## config.mk

```make
export PLATFORM = sky130hd
export DESIGN_NAME = ucyc_seq
export DESIGN_NICKNAME = d
export VERILOG_FILES = /design/src/rtl/ucs_pkg.sv /design/src/rtl/ucs_alu.sv /design/src/rtl/ucs_phase_next.sv /design/src/rtl/ucyc_seq.sv
export SDC_FILE = /design/constraint.sdc
export NUM_CORES = 1
export LEC_CHECK = 0
export BUFFER_PORTS_ARGS = -buffer_cell sky130_fd_sc_hd__buf_4
export CAP_MARGIN = 25
export CORE_AREA = 2 2 111 113
export DETAILED_ROUTE_END_ITERATION = 12
export DIE_AREA = 0 0 113 115
export HOLD_SLACK_MARGIN = 0.03
export PLACE_DENSITY = 0.69
export SYNTH_ARGS = -nofsm -noshare
export SYNTH_HDL_FRONTEND = slang
export SYNTH_HIERARCHICAL = 1
export SYNTH_SLANG_ARGS = --single-unit
```

## constraint.sdc

```tcl
create_clock -name clk -period 7 [get_ports clk]
set_input_delay 1.4 -clock clk [delete_from_list [all_inputs] [get_ports clk]]
set_output_delay 1.4 -clock clk [all_outputs]
set_load 0.01 [all_outputs]
```

## src/rtl/ucs_pkg.sv

```systemverilog
package ucs_pkg;
    typedef enum logic [1:0] {
        PH_FETCH = 2'b00,
        PH_INDIR = 2'b01,
        PH_EXEC  = 2'b10,
        PH_INTR  = 2'b11
    } phase_e;

    localparam int          OPC_W    = 3;
    localparam logic [2:0]  OPC_NOP  = 3'b000;
    localparam logic [2:0]  OPC_ADD  = 3'b001;
    localparam logic [2:0]  OPC_HALT = 3'b111;

    localparam int UNITS  = 3;
    localparam int UNIT_W = $clog2(UNITS);
endpackage

```

## src/rtl/ucs_alu.sv

```systemverilog
module ucs_alu #(
    parameter int W = 16
) (
    input  logic [W-1:0] a_i,
    input  logic [W-1:0] b_i,
    output logic [W-1:0] sum_o
);
    assign sum_o = a_i + b_i;
endmodule

```

## src/rtl/ucs_phase_next.sv

```systemverilog
module ucs_phase_next
    import ucs_pkg::*;
(
    input  phase_e           phase_i,
    input  logic             ind_flag_i,
    input  logic [OPC_W-1:0] fetched_opc_i,
    input  logic             irq_req_i,
    input  logic             irq_armed_i,
    output phase_e           next_o,
    output logic             halt_o
);
    always_comb begin
        next_o = PH_FETCH;
        halt_o = 1'b0;
        unique case (phase_i)
            PH_FETCH: begin
                if (fetched_opc_i == OPC_HALT) begin
                    halt_o = 1'b1;
                    next_o = PH_FETCH;
                end else if (ind_flag_i) begin
                    next_o = PH_INDIR;
                end else begin
                    next_o = PH_EXEC;
                end
            end
            PH_INDIR: next_o = PH_EXEC;
            PH_EXEC:  next_o = (irq_req_i && irq_armed_i) ? PH_INTR : PH_FETCH;
            PH_INTR:  next_o = PH_FETCH;
            default:  next_o = PH_FETCH;
        endcase
    end
endmodule

```

## src/rtl/ucyc_seq.sv

```systemverilog
module ucyc_seq
    import ucs_pkg::*;
#(
    parameter int              ADDR_W    = 12,
    parameter int              DATA_W    = 16,
    parameter logic [ADDR_W-1:0] RESET_PC  = '0,
    parameter logic [ADDR_W-1:0] SAVE_ADDR = 12'h0F0,
    parameter logic [ADDR_W-1:0] ISR_ADDR  = 12'h0C0
) (
    input  logic              clk,
    input  logic              rst_n,
    output logic [ADDR_W-1:0] mem_addr,
    output logic [DATA_W-1:0] mem_wdata,
    input  logic [DATA_W-1:0] mem_rdata,
    output logic              mem_rd,
    output logic              mem_wr,
    input  logic              irq_req,
    input  logic              irq_en_set,
    output logic [1:0]        phase_o,
    output logic [ADDR_W-1:0] pc_o,
    output logic [DATA_W-1:0] acc_o,
    output logic              halted_o
);
    localparam int OPC_LO   = ADDR_W;
    localparam int OPC_HI   = ADDR_W + OPC_W - 1;
    localparam int IND_BIT  = DATA_W - 1;
    localparam int LAST_U   = UNITS - 1;

    typedef struct packed {
        phase_e             phase;
        logic [UNIT_W-1:0]  unit;
        logic [ADDR_W-1:0]  pc;
        logic [ADDR_W-1:0]  mar;
        logic [DATA_W-1:0]  mbr;
        logic [DATA_W-1:0]  ir;
        logic [DATA_W-1:0]  acc;
        logic               armed;
        logic               halted;
    } state_t;

    state_t st_q, st_d;

    logic [DATA_W-1:0] sum_w;
    phase_e            next_phase_w;
    logic              halt_w;
    logic              last_unit_w;
    logic              ir_is_add_w;
    logic [UNIT_W-1:0] unit_w;
    logic              armed_w;

    ucs_alu #(.W(DATA_W)) u_alu (
        .a_i   (st_q.acc),
        .b_i   (st_q.mbr),
        .sum_o (sum_w)
    );

    ucs_phase_next u_next (
        .phase_i       (st_q.phase),
        .ind_flag_i    (st_q.mbr[IND_BIT]),
        .fetched_opc_i (st_q.mbr[OPC_HI:OPC_LO]),
        .irq_req_i     (irq_req),
        .irq_armed_i   (st_q.armed),
        .next_o        (next_phase_w),
        .halt_o        (halt_w)
    );

    assign last_unit_w = (st_q.unit == UNIT_W'(LAST_U));
    assign ir_is_add_w = (st_q.ir[OPC_HI:OPC_LO] == OPC_ADD);

    always_comb begin
        st_d = st_q;
        if (irq_en_set) st_d.armed = 1'b1;
        if (!st_q.halted) begin
            unique case (st_q.phase)
                PH_FETCH: begin
                    case (st_q.unit)
                        UNIT_W'(0): st_d.mar = st_q.pc;
                        UNIT_W'(1): begin
                            st_d.mbr = mem_rdata;
                            st_d.pc  = st_q.pc + 1'b1;
                        end
                        default:    st_d.ir = st_q.mbr;
                    endcase
                end
                PH_INDIR: begin
                    case (st_q.unit)
                        UNIT_W'(0): st_d.mar = st_q.ir[ADDR_W-1:0];
                        UNIT_W'(1): st_d.mbr = mem_rdata;
                        default:    st_d.ir[ADDR_W-1:0] = st_q.mbr[ADDR_W-1:0];
                    endcase
                end
                PH_EXEC: begin
                    case (st_q.unit)
                        UNIT_W'(0): st_d.mar = st_q.ir[ADDR_W-1:0];
                        UNIT_W'(1): if (ir_is_add_w) st_d.mbr = mem_rdata;
                        default:    if (ir_is_add_w) st_d.acc = sum_w;
                    endcase
                end
                PH_INTR: begin
                    case (st_q.unit)
                        UNIT_W'(0): st_d.mbr = DATA_W'(st_q.pc);
                        UNIT_W'(1): begin
                            st_d.mar = SAVE_ADDR;
                            st_d.pc  = ISR_ADDR;
                        end
                        default: ;
                    endcase
                end
                default: ;
            endcase

            if (last_unit_w) begin
                st_d.unit  = '0;
                st_d.phase = next_phase_w;
                if (halt_w) st_d.halted = 1'b1;
                if (next_phase_w == PH_INTR) st_d.armed = 1'b0;
            end else begin
                st_d.unit = st_q.unit + 1'b1;
            end
        end
    end

    always_ff @(posedge clk) begin
        if (!rst_n) begin
            st_q        <= '0;
            st_q.phase  <= PH_FETCH;
            st_q.pc     <= RESET_PC;
        end else begin
            st_q <= st_d;
        end
    end

    assign mem_addr  = st_q.mar;
    assign mem_wdata = st_q.mbr;
    assign mem_rd    = !st_q.halted && (st_q.unit == UNIT_W'(1)) &&
                       ((st_q.phase == PH_FETCH) || (st_q.phase == PH_INDIR) ||
                        ((st_q.phase == PH_EXEC) && ir_is_add_w));
    assign mem_wr    = (st_q.phase == PH_INTR) && last_unit_w;

    assign phase_o  = st_q.phase;
    assign pc_o     = st_q.pc;
    assign acc_o    = st_q.acc;
    assign halted_o = st_q.halted;
    assign unit_w   = st_q.unit;
    assign armed_w  = st_q.armed;
endmodule

```

==> flow_summary.rst, run 1 <==
.. list-table::
   :header-rows: 1

   * - Metric
     - Value
   * - Status
     - finished with violations
   * - Failing checks
     - design-rule violations
   * - Skew-Pair Late Insertion Delay
     - 0.34 ns
   * - Top area cells in the synthesized netlist
     - sky130_fd_sc_hd__dfxtp_1 (34%), sky130_fd_sc_hd__buf_4 (9.9%), sky130_fd_sc_hd__a21oi_1 (5.4%)
   * - Slowest Stage Delay on Critical Path
     - 0.86 ns
   * - Worst hold slack
     - 0.464 ns
   * - Count of max-cap constraint violations
     - 0
   * - Mean instance size in the synthesized netlist
     - 8.65 um^2
   * - Estimated wirelength of the detail-placed design
     - 8380 um
   * - Nets in the synthesized netlist
     - 554
   * - Achievable Freq
     - 295 MHz
   * - Prevailing post-synth register cell
     - sky130_fd_sc_hd__dfxtp_1
   * - Worst VDD drop
     - 0.108 mV
   * - Data required, critical path
     - 5.60 ns
   * - Number of hold-repair buffers added at the cts stage
     - 0
   * - Number of H-tree levels
     - 3
   * - Final setup viols
     - 0
   * - Clock Root Buffer
     - sky130_fd_sc_hd__clkbuf_16
   * - Clock Pin Slew Worst Setup and Hold Paths
     - 0.06 ns
   * - Slowest cell on the critical path
     - sky130_fd_sc_hd__dfxtp_1
   * - Min Tclk post-route
     - 3.39 ns
   * - Async S/R FF share, synth
     - 0
   * - Count of nets after finishing
     - 564
   * - Final sum of negative setup slack
     - 0 ns
   * - Number of storage elements in the synthesis netlist
     - 77
   * - Mean routed wirelength per cell
     - 16.5 um
   * - Routed via count divided by cell count
     - 5.50
   * - Sinks on Clock Net
     - 77
   * - Post-route worst setup slack
     - 3.61 ns
   * - Cells on Worst Hold Path
     - 2
   * - Core footprint
     - 11800 um^2
   * - Synth warnings
     - 6
   * - Total placed cells including tap cells
     - 663
   * - Kind of cell with the highest combined delay on the critical path
     - flip-flops
   * - Origin of the worst min-delay path
     - st_q[25]$_SDFFE_PN0P_
   * - DRC errors left
     - 6
   * - Die Span Y
     - 115 um
   * - Number of buffer and inverter instances along the worst setup path
     - 1
   * - Number of cells in the finished layout apart from fillers
     - 679
   * - Sink of the worst hold path
     - st_q[25]$_SDFFE_PN0P_
   * - Period utilization
     - 0.484
   * - Most frequently used cell type in the post-synthesis netlist
     - sky130_fd_sc_hd__dfxtp_1
   * - Startpoint kind of the worst setup timing path
     - register
   * - Sort of element at the end of the critical path
     - output pin
   * - Number of diodes
     - 0
   * - Syn Inst Count
     - 517
   * - Number of buffers inserted to repair setup after CTS
     - 0
   * - Area share of the leading cell type in the synthesized netlist
     - 0.345
   * - Number of cells traversed by the worst register-to-register path
     - 9
   * - Global-route wire length before repair
     - 18000 um
   * - PD cells
     - 223 nW/um^2
   * - Count of input and output buffers
     - 80
   * - Largest fanout on the critical path
     - 26
   * - Pre-antenna DRT Iters
     - 9
   * - Total congestion overflow
     - 0
   * - Reg2reg end
     - acc_o[10]$_SDFFE_PN0P_
   * - Post-Route WL
     - 11200 um
   * - Top Ports
     - 81
   * - Library cells used by synthesis
     - 66
   * - Initial antenna violation count
     - 0
   * - Number of enable-type register cells in the synthesized netlist
     - 0
   * - Max Transition Viols Final
     - 0
   * - Worst reg2reg setup slack
     - 4.45 ns
   * - Worst setup path category
     - register to output pin
   * - Die outline area
     - 13000 um^2
   * - Overall Global Routing Usage
     - 0.174
   * - Post-Synthesis Cell Area
     - 4470 um^2
   * - Relative max-transition margin
     - 0.303
   * - Unrepaired setup endpoints after global routing
     - no
   * - Seq/Total Area, Yosys
     - 0.345
   * - Via count of the first global-routing pass
     - 3516
   * - RePlAce Congestion
     - 0.913
   * - Remaining antenna violation count
     - 0
   * - Count of standard-cell rows
     - 40
   * - Slew at the pin closest to its max-slew limit
     - 1.04 ns
   * - Launch instance of the worst register-to-register path
     - mem_wdata[0]$_SDFFE_PN0P_
   * - Clk_skew
     - 0.00718 ns
   * - Worst slack at placement
     - 3.99 ns
   * - Worst path cell trace
     - nor2b_1 -> nand2_1 -> a21oi_1 -> buf_4
   * - Leakage
     - 2.10 nW
   * - Number of clock buffers inserted by TritonCTS
     - 9
   * - Starting Density
     - 0.379
   * - Number of vias in the routed layout
     - 3734
   * - Die Span X
     - 113 um
   * - CP Data Arrival Time
     - 1.99 ns
   * - Number of endpoints with negative hold slack in the final report
     - 0
   * - Initial detailed-routing violation count
     - 287
   * - Area added between synthesis and finish
     - 12.5%
   * - Share of cells above drive strength 1
     - 0.216
   * - Post-cts resize count
     - 0
   * - Ranking of synthesized cells by instance count
     - sky130_fd_sc_hd__dfxtp_1 (77), sky130_fd_sc_hd__buf_4 (59), sky130_fd_sc_hd__a21oi_1 (48)
   * - Maximum buffer depth of the clock tree
     - 2
   * - Total chip power
     - 0.00112 W
   * - Classification of the worst-slack hold path
     - register to register
   * - Biggest area consumer among synthesized cells
     - sky130_fd_sc_hd__dfxtp_1
   * - Largest net degree at the start of global routing
     - 45
   * - CTS tree
     - built
routing by layer:
layer  GRT usage  vias up  routed length [um]
li1            -     1829                   -
met1       0.218     1756                4850
met2       0.289      124                5370
met3      0.0380       25                 629
met4      0.0772        0                 320
met5           0        -                   0
area by class of cell:
type                            instances  area (um^2)
Fill cell                            1146         6780
Clock buffer                           10          239
Multi-Input combinational cell        346         2320
Tap cell                              147          184
Inverter                               11         41.3
Sequential cell                        77         1540
Clock inverter                          6         86.3
Timing Repair Buffer                   82          616
worst max path at each step:
| stage | from | end | slack (ns) | cells after the start |
|---|---|---|---|---|
| 2_1_floorplan | halted_o$_SDFF_PN0_ | mem_rd | 4.48 | 3 |
| 3_3_place_gp | phase_o[1]$_SDFFE_PN0P_ | mem_rd | 4.04 | 4 |
| 3_5_place_dp | phase_o[1]$_SDFFE_PN0P_ | mem_rd | 3.99 | 4 |
| 4_1_cts | phase_o[1]$_SDFFE_PN0P_ | mem_rd | 3.62 | 4 |
| 5_1_grt | phase_o[1]$_SDFFE_PN0P_ | mem_rd | 3.45 | 4 |
| 6_report | phase_o[1]$_SDFFE_PN0P_ | mem_rd | 3.61 | 4 |
logic make-up after synthesis:
kind of cell	count (synthesis)	share of synthesized area
compound gates	156	0.237
xor+xnor	19	0.0389
fa+ha+maj	17	0.0492
buf+inv	94	0.136
flops	77	0.345
mux	17	0.0381
simple gates	137	0.156
stage by stage:
stage                      util  instance area, um^2
after floorplan               -                 4470
after global placement    0.398                 4700
after detailed placement  0.398                 4700
after CTS                 0.426                 5030
after global routing      0.426                 5030
final                     0.426                 5030
layout by cell type (no fill, tap or decap), drive strengths merged, types with 13 or more instances in the layout:
cell type and instances:
o21ai 24, a22oi 20, nand2 48, buf 82, ha 16, xnor2 13, dfxtp 77, o2bb2ai 20
nor2 31, mux2i 17, a21oi 49
worst register-to-register path, cell delays in order, from the launching register on:
cell and delay (ns):
sky130_fd_sc_hd__dfxtp_1 0.36, sky130_fd_sc_hd__ha_1 0.22, sky130_fd_sc_hd__fa_1 0.42, sky130_fd_sc_hd__a21o_2 0.26
sky130_fd_sc_hd__a311oi_2 0.35, sky130_fd_sc_hd__o21ai_0 0.21, sky130_fd_sc_hd__a311oi_1 0.31, sky130_fd_sc_hd__nor3_1 0.08
sky130_fd_sc_hd__mux2i_1 0.15, sky130_fd_sc_hd__nor2_1 0.05
state kept, by name (all words and copies together) (netlist names):
name,cells
st_q,15
phase_o,2
unit_w,2
mem_wdata,16
acc_o,16
halted_o,1
mem_addr,12
armed_w,1
pc_o,12
report_power, final:
group	leakage, nW	internal [W]	switching [W]	total [W]
registers	0.624	0.000455	0.0000269	0.000482
logic	1.32	0.0000613	0.0000774	0.000139
clock network	0.158	0.000321	0.000181	0.000502
(Power assumes the default switching activity.)
==> inputs of run 2 (changes only) <==
clock period = 3.16 ns   (was 7 ns; I/O delays follow)
==> run 2 against run 1 <==
Compared with the run above: the flow still finishes with violations (design-rule violations); cell count is 0.44% higher; utilization is 0.053 points lower; power is 110% higher; routed wire length is 4.9% higher; worst setup slack worse by 3.1 ns; critical endpoint unchanged; highest routed layer unchanged.
==> flow_summary.rst, run 2 (synthesis results as in run 1) <==
.. list-table::
   :header-rows: 1

   * - Metric
     - Value
   * - Status
     - finished with violations
   * - Failing checks
     - design-rule violations
   * - Count of nets after finishing
     - 567 (+0.53%)
   * - PD cells
     - 477 nW/um^2 (+110%)
   * - Number of cells in the finished layout apart from fillers
     - 682 (+0.44%)
   * - Kind of cell with the highest combined delay on the critical path
     - flip-flops
   * - Worst reg2reg setup slack
     - 0.72 ns (-3.73 ns)
   * - Count of standard-cell rows
     - 40 (unchanged)
   * - Number of buffer and inverter instances along the worst setup path
     - 1 (unchanged)
   * - Top Ports
     - 81 (unchanged)
   * - Skew-Pair Late Insertion Delay
     - 0.33 ns (about the same)
   * - Core footprint
     - 11800 um^2 (unchanged)
   * - Min Tclk post-route
     - 2.66 ns
   * - Total congestion overflow
     - 0 (unchanged)
   * - Die Span X
     - 113 um (unchanged)
   * - Worst setup path category
     - register to output pin
   * - Final sum of negative setup slack
     - 0 ns (unchanged)
   * - Number of buffers inserted to repair setup after CTS
     - 0 (unchanged)
   * - Number of hold-repair buffers added at the cts stage
     - 0 (unchanged)
   * - Number of endpoints with negative hold slack in the final report
     - 0 (unchanged)
   * - Combinational Power Share
     - 0.132 (+0.008)
   * - Filler instances
     - 1169 (+2.0%)
   * - Number of diodes
     - 0 (unchanged)
   * - Worst path cell trace
     - nor2b_1 -> nand2_1 -> a21oi_1 -> buf_4
   * - Worst hold slack
     - 0.464 ns (+0.000473 ns)
   * - Pre-antenna DRT Iters
     - 9 (unchanged)
   * - DRC errors left
     - 6 (unchanged)
   * - Startpoint kind of the worst setup timing path
     - register
   * - Commonest cells after routing, fill and taps aside
     - sky130_fd_sc_hd__buf_4 (84), sky130_fd_sc_hd__dfxtp_1 (77), sky130_fd_sc_hd__a21oi_1 (48)
   * - Achievable Freq
     - 377 MHz
   * - Die Span Y
     - 115 um (unchanged)
   * - Portion of total power attributed to the clock network
     - 0.423 (-0.024)
   * - Mean routed wirelength per cell
     - 17.2 um (+4.5%)
   * - Global-route wire length before repair
     - 18600 um (+3.8%)
   * - Area added between synthesis and finish
     - 12.3%
   * - Switching Fraction
     - 0.265 (+0.0113)
   * - Number of cells traversed by the worst register-to-register path
     - 9 (unchanged)
   * - Leakage
     - 2.10 nW (about the same)
   * - Unrepaired setup endpoints after global routing
     - no
   * - CP Data Arrival Time
     - 2.02 ns (+0.03 ns)
   * - Classification of the worst-slack hold path
     - register to register
   * - Cell count along the critical path
     - 4 (unchanged)
   * - Cell Int Power
     - 0.00176 W (+110%)
   * - Number of clock buffers inserted by TritonCTS
     - 9 (unchanged)
   * - Die outline area
     - 13000 um^2 (unchanged)
   * - Overall Global Routing Usage
     - 0.181 (+0.00676)
   * - Switching power
     - 0.000636 W (+120%)
   * - Period utilization
     - 0.840
   * - Post-layout util
     - 0.425 (-0.000529)
   * - Slowest Stage Delay on Critical Path
     - 0.88 ns (+0.02 ns)
   * - CTS tree
     - built
   * - Count of input and output buffers
     - 80 (unchanged)
   * - Initial antenna violation count
     - 0 (unchanged)
   * - Total chip power
     - 0.00240 W (+110%)
   * - Largest net degree at the start of global routing
     - 30 (-33%)
   * - Via count of the first global-routing pass
     - 3600 (+2.4%)
   * - Number of vias in the routed layout
     - 3806 (+1.9%)
   * - Worst VDD drop
     - 0.216 mV (+100%)
   * - RePlAce Congestion
     - 0.921 (+0.82%)
   * - Post-cts resize count
     - 0 (unchanged)
   * - Clock Pin Slew Worst Setup and Hold Paths
     - 0.06 ns (about the same)
   * - FF/Latch Area
     - 1540 um^2 (unchanged)
   * - Initial detailed-routing violation count
     - 238 (-17%)
   * - Portion of total power attributed to sequential cells
     - 0.444 (+0.014)
   * - Data required, critical path
     - 2.53 ns (-3.07 ns)
   * - Total area of multi-input combinational cells
     - 2320 um^2 (unchanged)
   * - Most common cell after layout, fill and taps aside
     - sky130_fd_sc_hd__buf_4
   * - Estimated wirelength of the detail-placed design
     - 8590 um (+2.6%)
   * - Maximum buffer depth of the clock tree
     - 2 (unchanged)
   * - Post-Route WL
     - 11700 um (+4.9%)
   * - Count of max-cap constraint violations
     - 0 (unchanged)
   * - Routed via count divided by cell count
     - 5.58 (+1.5%)
   * - Starting Density
     - 0.379 (unchanged)
   * - Relative max-transition margin
     - 0.327 (+0.0242)
   * - Sinks on Clock Net
     - 77 (unchanged)
   * - Clk_skew
     - 0.00755 ns (+0.000365 ns)
   * - Remaining antenna violation count
     - 0 (unchanged)
   * - Number of H-tree levels
     - 3 (unchanged)
   * - Largest fanout on the critical path
     - 26 (unchanged)
   * - Slowest cell on the critical path
     - sky130_fd_sc_hd__dfxtp_1
   * - Cells on Worst Hold Path
     - 2 (unchanged)
   * - Total placed cells including tap cells
     - 665 (+0.30%)
   * - Share of cells above drive strength 1
     - 0.217 (+0.000657)
   * - Final setup viols
     - 0 (unchanged)
   * - Clock Root Buffer
     - sky130_fd_sc_hd__clkbuf_16
   * - Sort of element at the end of the critical path
     - output pin
   * - Max Transition Viols Final
     - 0 (unchanged)
   * - Slew at the pin closest to its max-slew limit
     - 1.01 ns (-0.0327 ns)
-- run 2: cell types whose count changed in the layout (fill, tap and decap cells not counted), sizes merged --
cell	change
clkbuf	+1
buf	+3
clkinv	-1
inv	+1
bufinv	-1
-- run 2: worst register-to-register path, cell delays in order, from the launching register on --
cell and delay, ns:
sky130_fd_sc_hd__dfxtp_1 0.34, sky130_fd_sc_hd__ha_1 0.22, sky130_fd_sc_hd__fa_1 0.41, sky130_fd_sc_hd__a21o_2 0.26
sky130_fd_sc_hd__a311oi_2 0.33, sky130_fd_sc_hd__o21ai_0 0.19, sky130_fd_sc_hd__a311oi_1 0.30, sky130_fd_sc_hd__nor3_1 0.09
sky130_fd_sc_hd__mux2i_1 0.14, sky130_fd_sc_hd__nor2_1 0.05
-- run 2: layer usage --
layer	track usage	vias up	share of wire	routed length, um
li1	-	1842	-	-
met1	0.223	1820	0.42	4890
met2	0.310	128	0.50	5860
met3	0.0406	16	0.062	726
met4	0.0667	0	0.021	243
met5	0	-	0	0
-- run 2: power groups by stage --
stage / clock network [W] / logic, W / registers [W]
2_1_floorplan: 0 / 0.000254 / 0.00106
3_3_place_gp: 0 / 0.000303 / 0.00109
3_5_place_dp: 0 / 0.000312 / 0.00109
4_1_cts: 0.00104 / 0.000314 / 0.00107
5_1_grt: 0.00108 / 0.000348 / 0.00107
6_report: 0.00102 / 0.000317 / 0.00107
-- run 2: area by class of cell --
| class | count | area share |
|---|---|---|
| inverters | 11 | 0.00822 |
| flip-flops and latches | 77 | 0.307 |
| well taps | 147 | 0.0366 |
| clock buffers | 11 | 0.0463 |
| multi-input cells | 346 | 0.462 |
| clock inverters | 5 | 0.0120 |
| repair buffers | 85 | 0.128 |
-- run 2: worst paths after layout --
| kind | to | startpoint |
|---|---|---|
| max | mem_rd | phase_o[1]$_SDFFE_PN0P_ |
| min reg2reg | st_q[25]$_SDFFE_PN0P_ | st_q[25]$_SDFFE_PN0P_ |
| min | st_q[25]$_SDFFE_PN0P_ | st_q[25]$_SDFFE_PN0P_ |
| max reg2reg | acc_o[10]$_SDFFE_PN0P_ | mem_wdata[0]$_SDFFE_PN0P_ |
-- run 2: stage by stage --
step,setup slack (ns),cell area [um^2]
3_3_place_gp,0.800,4720
3_5_place_dp,0.752,4720
4_1_cts,0.527,5010
2_1_floorplan,0.922,4470
5_1_grt,0.301,5020
6_report,0.505,5020
==> inputs of run 3 (changes only) <==
PLACE_DENSITY = 0.71   (was 0.69)
clock period = 2.4 ns   (was 3.16 ns; I/O delays follow)
==> run 3 against run 2 <==
Compared with the run above: the flow still finishes with violations (design-rule violations); flip-flop and latch count did not move; non-clock buffer count rose by 12; via count rose by 0.74%; sequential power rose by 31%; routed wire length fell by 0.87%; register-to-register slack got worse by 0.64 ns; clock skew fell by 0.00078 ns; global-route usage fell by 0.29 points; largest cell class unchanged; largest power group is now clock; highest routed layer unchanged.
==> flow_summary.rst, run 3 (synthesis results as in run 1) <==
.. list-table::
   :header-rows: 1

   * - Metric
     - Value
   * - Status
     - finished with violations
   * - Failing checks
     - design-rule violations
   * - Via count of the first global-routing pass
     - 3569 (-0.86%)
   * - Initial antenna violation count
     - 0 (unchanged)
   * - Portion of total power attributed to the clock network
     - 0.463 (+0.040)
   * - Die outline area
     - 13000 um^2 (unchanged)
   * - Clk_skew
     - 0.00677 ns (-0.000782 ns)
   * - Count of nets after finishing
     - 579 (+2.1%)
   * - Launching element of the worst setup path
     - acc_o[0]$_SDFFE_PN0P_
   * - Launch instance of the worst register-to-register path
     - acc_o[0]$_SDFFE_PN0P_
   * - Sort of element at the end of the critical path
     - register
   * - Min Tclk post-route
     - 2.32 ns
   * - PD cells
     - 660 nW/um^2 (+38%)
   * - Post-route worst setup slack
     - 0.0792 ns (-0.425 ns)
   * - Combinational Power Share
     - 0.129 (-0.003)
   * - Remaining antenna violation count
     - 0 (unchanged)
   * - Initial detailed-routing violation count
     - 290 (+22%)
   * - Switching power
     - 0.000846 W (+33%)
   * - DRC errors left
     - 3 (-3)
   * - Filler instances
     - 1157 (-1.0%)
   * - Largest net degree at the start of global routing
     - 41 (+37%)
   * - Starting Density
     - 0.379 (unchanged)
   * - Number of endpoints with negative hold slack in the final report
     - 0 (unchanged)
   * - Estimated wirelength of the detail-placed design
     - 8660 um (+0.81%)
   * - Post-layout util
     - 0.439 (+0.0136)
   * - Clock Root Buffer
     - sky130_fd_sc_hd__clkbuf_16
   * - Max Transition Viols Final
     - 0 (unchanged)
   * - Startpoint kind of the worst setup timing path
     - register
   * - Die Span Y
     - 115 um (unchanged)
   * - Maximum buffer depth of the clock tree
     - 2 (unchanged)
   * - Data required, critical path
     - 2.61 ns (+0.08 ns)
   * - Worst slack at placement
     - -0.0522 ns (-0.804 ns)
   * - Timing endpoint of the critical path
     - acc_o[10]$_SDFFE_PN0P_
   * - Mean routed wirelength per cell
     - 16.7 um (-2.6%)
   * - Relative max-transition margin
     - 0.521 (+0.194)
   * - Clock Pin Slew Worst Setup and Hold Paths
     - 0.06 ns (about the same)
   * - Switching Fraction
     - 0.247 (-0.0180)
   * - Cell Int Power
     - 0.00258 W (+46%)
   * - Number of vias in the routed layout
     - 3834 (+0.74%)
   * - Number of H-tree levels
     - 3 (unchanged)
   * - Achievable Freq
     - 431 MHz
   * - Overall Global Routing Usage
     - 0.178 (-0.00286)
   * - Portion of total power attributed to sequential cells
     - 0.408 (-0.036)
   * - Largest fanout on the critical path
     - 3 (-88%)
   * - Number of diodes
     - 0 (unchanged)
   * - Sinks on Clock Net
     - 77 (unchanged)
   * - Skew-Pair Late Insertion Delay
     - 0.34 ns (about the same)
   * - Top Ports
     - 81 (unchanged)
   * - Worst hold slack
     - 0.354 ns (-0.110 ns)
   * - Count of standard-cell rows
     - 40 (unchanged)
   * - Reg2reg end
     - acc_o[10]$_SDFFE_PN0P_
   * - Share of cells above drive strength 1
     - 0.238 (+0.0208)
   * - RePlAce Congestion
     - 0.880 (-4.4%)
   * - Post-Route WL
     - 11600 um (-0.87%)
   * - Number of cells traversed by the worst register-to-register path
     - 9 (unchanged)
   * - Commonest cells after routing, fill and taps aside
     - sky130_fd_sc_hd__buf_4 (96), sky130_fd_sc_hd__dfxtp_1 (76), sky130_fd_sc_hd__a21oi_1 (48)
   * - Final sum of negative setup slack
     - 0 ns (unchanged)
   * - Classification of the worst-slack hold path
     - input pin to register
   * - CP Data Arrival Time
     - 2.53 ns (+0.51 ns)
   * - Worst setup path category
     - register to register
   * - Total congestion overflow
     - 0 (unchanged)
   * - Die Span X
     - 113 um (unchanged)
   * - Period utilization
     - 0.967
   * - Count of input and output buffers
     - 80 (unchanged)
   * - Pre-antenna DRT Iters
     - 9 (unchanged)
   * - Final setup viols
     - 0 (unchanged)
   * - Slew at the pin closest to its max-slew limit
     - 0.716 ns (-0.292 ns)
   * - Number of clock buffers inserted by TritonCTS
     - 9 (unchanged)
   * - Routed via count divided by cell count
     - 5.52 (-1.0%)
   * - Leakage
     - 2.19 nW (+4.5%)
   * - Count of max-cap constraint violations
     - 0 (unchanged)
   * - Worst reg2reg setup slack
     - 0.08 ns (-0.64 ns)
   * - Worst VDD drop
     - 0.305 mV (+41%)
   * - Core footprint
     - 11800 um^2 (unchanged)
   * - Number of hold-repair buffers added at the cts stage
     - 0 (unchanged)
   * - Number of buffers inserted to repair setup after CTS
     - 0 (unchanged)
   * - CTS tree
     - built
   * - Most common cell after layout, fill and taps aside
     - sky130_fd_sc_hd__buf_4
   * - Area added between synthesis and finish
     - 15.9%
   * - Unrepaired setup endpoints after global routing
     - yes
   * - Global-route wire length before repair
     - 18200 um (-2.4%)
## run 3: power by group through the flow
| stage | sequential, W | clock (W) | combinational [W] |
|---|---|---|---|
| floorplan | 0.00139 | 0 | 0.000335 |
| global placement | 0.00142 | 0 | 0.000428 |
| detailed placement | 0.00142 | 0 | 0.000438 |
| CTS | 0.00140 | 0.00161 | 0.000439 |
| global route | 0.00141 | 0.00168 | 0.000484 |
| finish | 0.00140 | 0.00158 | 0.000442 |
## run 3: metrics by stage
stage / instances / cell area (um^2) / power, W
finish: 694 / 5180 / 0.00342
global route: 694 / 5180 / 0.00357
CTS: 693 / 5160 / 0.00344
detailed placement: 677 / 4810 / 0.00186
global placement: 677 / 4810 / 0.00185
floorplan: 517 / 4470 / 0.00173
## run 3: per-layer routing
metal / vias up / share of wire / GRT usage / wire length, um
met2: 121 / 0.50 / 0.305 / 5820
li1: 1859 / - / - / -
met1: 1824 / 0.42 / 0.218 / 4860
met5: - / 0 / 0 / 0
met4: 0 / 0.029 / 0.0659 / 337
met3: 30 / 0.052 / 0.0427 / 607
## run 3: critical path, cell delays in order, from the launching register on
cell and delay, ns:
sky130_fd_sc_hd__dfxtp_1 0.32, sky130_fd_sc_hd__ha_1 0.23, sky130_fd_sc_hd__fa_1 0.42, sky130_fd_sc_hd__a21o_2 0.28, sky130_fd_sc_hd__a311oi_4 0.24, sky130_fd_sc_hd__o21ai_1 0.15, sky130_fd_sc_hd__a311oi_1 0.26, sky130_fd_sc_hd__nor3_1 0.09
sky130_fd_sc_hd__mux2i_1 0.15, sky130_fd_sc_hd__nor2_1 0.06
## run 3: how the worst min path moves through the flow
stage,from,slack [ns],endpoint,depth (start not counted)
final,mem_rdata[12],0.35,mem_wdata[12]$_SDFFE_PN0P_,2
after global routing,mem_rdata[13],0.35,mem_wdata[13]$_SDFFE_PN0P_,2
after CTS,mem_rdata[15],0.34,mem_wdata[15]$_SDFFE_PN0P_,2
after detailed placement,mem_addr[11]$_SDFFE_PN0P_,0.45,mem_addr[11]$_SDFFE_PN0P_,1
after global placement,mem_addr[9]$_SDFFE_PN0P_,0.45,mem_addr[9]$_SDFFE_PN0P_,1
after floorplan,mem_addr[0]$_SDFFE_PN0P_,0.43,mem_addr[0]$_SDFFE_PN0P_,1
## run 3: area by class of cell
type / instances / area (um^2) / area share
multi-input combinational: 346 / 2330 / 0.450
clock inverter: 5 / 108 / 0.0208
tap: 147 / 184 / 0.0355
sequential: 77 / 1540 / 0.298
inverter: 11 / 41.3 / 0.00797
timing repair buffer: 97 / 732 / 0.141
clock buffer: 11 / 243 / 0.0468
## run 3: repair_timing
item / CTS / global route
gates resized for setup: 1 / 2
gates cloned: 0 / 0
hold endpoints to repair: 0 / 0
endpoints found under the setup margin: 1 / 4
pin swaps: 1 / 1
